$ cat src/rtl/xlat_cache.sv
module xlat_cache #(
  parameter int ENTRIES = 4,
  parameter int VPN_W   = 20,
  parameter int PFN_W   = 12,
  parameter int CNT_W   = 16
) (
  input  logic             clk,
  input  logic             rst_n,
  input  logic             flush,
  input  logic             req_valid,
  input  logic [VPN_W-1:0] req_vpn,
  output logic             req_ready,
  output logic             resp_valid,
  output logic [PFN_W-1:0] resp_pfn,
  output logic             resp_fault,
  output logic             walk_req_valid,
  output logic [VPN_W-1:0] walk_req_vpn,
  input  logic             walk_resp_valid,
  input  logic [PFN_W-1:0] walk_resp_pfn,
  input  logic             walk_resp_fault,
  output logic [CNT_W-1:0] hit_count,
  output logic [CNT_W-1:0] miss_count
);
  localparam int IDX_W = (ENTRIES > 1) ? $clog2(ENTRIES) : 1;

  logic [ENTRIES-1:0] vld;
  logic [VPN_W-1:0]   tag_q [ENTRIES];
  logic [PFN_W-1:0]   frm_q [ENTRIES];
  logic [ENTRIES-1:0] match;
  logic [PFN_W-1:0]   hit_pfn;
  logic [IDX_W-1:0]   free_idx, rr, victim;
  logic               has_free, busy, hit, accept, walk_done, install;
  logic [VPN_W-1:0]   pend_vpn;

  always_comb begin
    hit_pfn  = '0;
    free_idx = '0;
    has_free = 1'b0;
    for (int i = 0; i < ENTRIES; i++) begin
      match[i] = vld[i] && (tag_q[i] == req_vpn);
      if (match[i]) hit_pfn = hit_pfn | frm_q[i];
    end
    for (int i = ENTRIES - 1; i >= 0; i--) begin
      if (!vld[i]) begin
        free_idx = IDX_W'(i);
        has_free = 1'b1;
      end
    end
  end

  assign hit       = |match;
  assign req_ready = !busy && !flush;
  assign accept    = req_valid && req_ready;
  assign walk_done = busy && walk_resp_valid;
  assign install   = walk_done && !walk_resp_fault && !flush;
  assign victim    = has_free ? free_idx : rr;

  assign walk_req_valid = busy;
  assign walk_req_vpn   = pend_vpn;

  always_ff @(posedge clk) begin
    if (!rst_n) begin
      busy       <= 1'b0;
      pend_vpn   <= '0;
      resp_valid <= 1'b0;
      resp_pfn   <= '0;
      resp_fault <= 1'b0;
      hit_count  <= '0;
      miss_count <= '0;
      rr         <= '0;
    end else begin
      resp_valid <= (accept && hit) || walk_done;
      resp_fault <= walk_done && walk_resp_fault;
      if (walk_done)          resp_pfn <= walk_resp_pfn;
      else if (accept && hit) resp_pfn <= hit_pfn;
      if (accept && hit)  hit_count  <= hit_count + 1'b1;
      if (accept && !hit) begin
        miss_count <= miss_count + 1'b1;
        busy       <= 1'b1;
        pend_vpn   <= req_vpn;
      end else if (walk_done) begin
        busy <= 1'b0;
      end
      if (install && !has_free)
        rr <= (rr == IDX_W'(ENTRIES - 1)) ? '0 : rr + 1'b1;
    end
  end

  always_ff @(posedge clk) begin
    if (!rst_n || flush) begin
      vld <= '0;
    end else if (install) begin
      vld[victim] <= 1'b1;
    end
  end

  always_ff @(posedge clk) begin
    if (install) begin
      tag_q[victim] <= pend_vpn;
      frm_q[victim] <= walk_resp_pfn;
    end
  end


  single_match_chk: assert property (@(posedge clk) disable iff (!rst_n)
    $onehot0(match));


  walk_hold_chk: assert property (@(posedge clk) disable iff (!rst_n)
    (walk_req_valid && !walk_resp_valid) |=> (walk_req_valid && $stable(walk_req_vpn) && !req_ready));


  resp_cause_chk: assert property (@(posedge clk) disable iff (!rst_n)
    resp_valid |-> ($past(req_valid && req_ready) || $past(walk_req_valid && walk_resp_valid)));


  fault_noinstall_chk: assert property (@(posedge clk) disable iff (!rst_n)
    (walk_req_valid && walk_resp_valid && walk_resp_fault && !flush) |=> $stable(vld));


  flush_clear_chk: assert property (@(posedge clk) disable iff (!rst_n)
    flush |=> (vld == '0));


  count_step_chk: assert property (@(posedge clk) disable iff (!rst_n)
    (req_valid && req_ready) |=>
      ({1'b0, hit_count} + {1'b0, miss_count}) ==
      ($past({1'b0, hit_count}) + $past({1'b0, miss_count}) + 1'b1));
endmodule

$ cat config.mk
export PLATFORM = sky130hd
export DESIGN_NAME = xlat_cache
export DESIGN_NICKNAME = d
export VERILOG_FILES = /design/src/rtl/xlat_cache.sv
export SDC_FILE = /design/constraint.sdc
export NUM_CORES = 1
export LEC_CHECK = 0
export BUFFER_PORTS_ARGS = -buffer_cell sky130_fd_sc_hd__buf_2
export CORE_ASPECT_RATIO = 1.75
export CORE_MARGIN = 5
export CORE_UTILIZATION = 57
export DETAILED_ROUTE_END_ITERATION = 10
export GPL_TIMING_DRIVEN = 0
export HOLD_SLACK_MARGIN = 0.05
export PLACE_DENSITY_LB_ADDON = 0.2
export SYNTH_ARGS = -nofsm -noshare
export SYNTH_HDL_FRONTEND = slang
export SYNTH_SLANG_ARGS = --single-unit
$ cat constraint.sdc
create_clock -name clk -period 3.6 [get_ports clk]
set_input_delay 0.72 -clock clk [delete_from_list [all_inputs] [get_ports clk]]
set_output_delay 0.72 -clock clk [all_outputs]
set_load 0.05 [all_outputs]
==> results.py <==
metrics = {
    "outcome": {
        "outcome": "completed",
    },
    "floorplanning": {
        "die-area_um2": 17400,
        "start_util": 0.583,
        "die_y_um": 171,
        "core_area_um2": 14400,
        "io_pins": 106,
        "rows": 58,
        "fp.dieW_um": 102,
    },
    "worst_setup_path": {
        "r2r_end": "resp_pfn[2]",
        "cp_slowest_cell": "nor4_1",
        "crit_chain": "clkbuf_1, xor2_1, nor4_1, nand3_1, o2bb2a_1, buf_2, a21oi_4, nor2_4, a311o_1",
        "reg2reg_slack_ns": 0.75,
        "crit_required_ns": 3.96,
        "crit_type": "in -> reg",
        "critical-path-top-delay-family": "compound AO/OA/AOI/OAI gates",
        "worstPathMaxFanout": 10,
        "cpPeakStageDelay_ns": 0.63,
        "rr_worst_depth": 8,
        "r2r-start": "tag_q[0][12]",
        "end_kind": "flop",
        "crit_path_start_kind": "input pin",
        "arrival_ns": 3.32,
        "worst-path-buf-inv": 2,
    },
    "hold_path": {
        "holdPathEnd": "resp_pfn[6]",
        "min_path_type": "reg -> reg",
        "hold_depth": 2,
        "hp-start": "resp_pfn[6]",
    },
    "clocking": {
        "clkLatencyLatePin_ns": 0.47,
        "cts_resized": 0,
        "clock_sinks": 201,
        "root_buffer": "clkbuf_16",
        "cts_setup_buffers": 0,
        "cts.path.max_buffers": 3,
        "cts_buffers": 19,
        "cts.hold.buffers_added": 0,
        "cts_tree": "built",
        "path_clk_slew_ns": 0.06,
        "h-tree-depth": 1,
    },
    "global_route": {
        "grt_pass1_wl_um": 30900,
        "grt_max_degree": 27,
        "grt_overflow_total": 0,
        "grt_usage": 0.230,
        "antenna_found_initial": 1,
        "grt_pass1_vias": 5893,
    },
    "timing": {
        "report.final.slew_viol_count": 0,
        "relSlewSlack": 0.460,
        "hold_violations": 0,
        "rsz0062_at_grt": "false",
        "clock_skew_ns": 0.00967,
        "setup_viol": 0,
        "fmax_mhz": 338,
        "fin_tns_setup_ns": 0,
        "fin_crit_ns": 2.96,
        "fin_crit_sh": 0.821,
        "tightest_slew_ns": 0.810,
    },
    "synthesis": {
        "yosys_warnings": 0,
        "async_reset_ff_frac": 0,
        "ys.flop_type": "edfxtp_1",
        "synth_cells": 670,
        "syn_avg_cell_area_um2": 12.6,
        "synth_edf_count": 128,
        "netlist.area_leader.share": 0.456,
        "synth.distinct_cells": 43,
        "ys_seq_area_frac": 0.630,
        "syn-num-nets": 711,
        "syn_area_um2": 8420,
        "synthTopCellsByArea": "edfxtp_1, dfxtp_1, mux2i_1",
        "yosysTopAreaCell": "edfxtp_1",
        "ys_seq_elements": 201,
    },
    "routing": {
        "wl_um": 20100,
        "drc": 0,
        "vias": 5722,
        "ant_nets": 0,
        "drt-initial-drc-count": 248,
        "drt-wirelength-per-cell_um": 20.6,
        "viasPerCell": 5.89,
        "firstDrtPassIters": 5,
    },
    "layout": {
        "fin_nets": 820,
        "final_area_um2": 9740,
        "mostFrequentLayoutCells": "edfxtp_1, buf_2, dfxtp_1, xor2_1, clkbuf_1",
        "layout-drive-gt1-share": 0.172,
        "area_growth_pct": 15.6,
        "seqCellArea_um2": 5310,
        "layout_commonest_cell": "edfxtp_1",
        "fillers": 1055,
        "multiInputGateArea_um2": 2900,
    },
    "run": {
        "maxCapViolations": 0,
    },
    "power_and_ir_drop": {
        "fin_total_pwr_uw": 4530,
        "peakVddDrop_mv": 0.457,
        "p_leak_uw": 0.00371,
        "p_per_area_nw_per_um2": 465,
    },
    "placed_design": {
        "port_buffers": 84,
        "hpwl_um": 14700,
        "place_congestion": 0.910,
        "dpl_cell_area_um2": 9200,
    },
}
==> per-layer routing <==
metal / global-route usage / part of all wire / vias up
met5: 0 / 0 / -
met4: 0.0897 / 0.038 / 0
met3: 0.0290 / 0.054 / 48
met2: 0.436 / 0.55 / 208
met1: 0.255 / 0.35 / 2802
li1: - / - / 2664
==> sequential cells by signal (all words and copies together) (netlist names) <==
register / cells
hit_count: 16
resp_pfn: 12
walk_req_vpn: 20
resp_valid: 1
vld: 4
miss_count: 16
frm_q: 48
resp_fault: 1
walk_req_valid: 1
rr: 2
tag_q: 80
==> how the worst max path moves through the flow <==
stage | from | to | slack (ns) | cells past startpoint
final | req_vpn[9] | resp_pfn[2] | 0.64 | 9
after global routing | req_vpn[9] | resp_pfn[2] | 0.45 | 9
after CTS | req_vpn[9] | resp_pfn[2] | 0.55 | 9
after detailed placement | req_vpn[9] | resp_pfn[2] | 0.05 | 9
after global placement | walk_resp_valid | tag_q[1][8] | -0.88 | 6
after floorplan | walk_req_valid | frm_q[2][0] | 0.43 | 3
==> logic make-up (layout without fill, tap and decap cells) <==
group,count (synthesis),in the layout,synth area share
multiplexers,44,44,0.0523
adder cells (fa/ha/maj),3,3,0.00446
XOR/XNOR,86,86,0.0903
AO/OA/AOI/OAI,68,68,0.0590
AND/OR/NAND/NOR,214,214,0.135
other,0,1,0
flip-flops,201,201,0.630
buffers and inverters,54,175,0.0288
==> report_power, final <==
group	switching, uW	internal [uW]
registers	22.0	2460
logic	194	82.4
clock network	786	983
==> area by class of cell <==
type	count	area share
Clock buffer	28	0.0523
Clock inverter	5	0.00270
Antenna cell	1	0.000257
Multi-Input combinational cell	415	0.298
Tap cell	180	0.0231
Timing Repair Buffer	88	0.0537
Sequential cell	201	0.545
Inverter	4	0.00154
Buffer	50	0.0234
==> per-stage QoR <==
step	utilization	std cells	setup slack (ns)	hold slack (ns)
CTS	0.674	971	0.547	0.462
global route	0.674	972	0.455	0.478
finish	0.674	972	0.643	0.460
global placement	0.628	934	-0.875	0.447
detailed placement	0.637	938	0.0519	0.453
floorplan	-	670	0.434	0.488
==> cell usage after synthesis (all sizes together), types with 10 or more instances <==
cell type  count
nor2          49
mux2i         44
nand2b        14
o21ai         17
edfxtp       128
or3           11
buf           13
nand4         38
xnor2         39
xor2          47
and2          10
nand2         37
clkbuf        37
a21oi         15
nor4          13
and3          15
nand3         15
dfxtp         73
==> worst min-delay path, stage by stage (launching register included) <==
cell	delay [ns]
dfxtp_1	0.31
nand2_1	0.05
mux2i_1	0.06
Note: power is estimated with default switching activity, not from simulation.
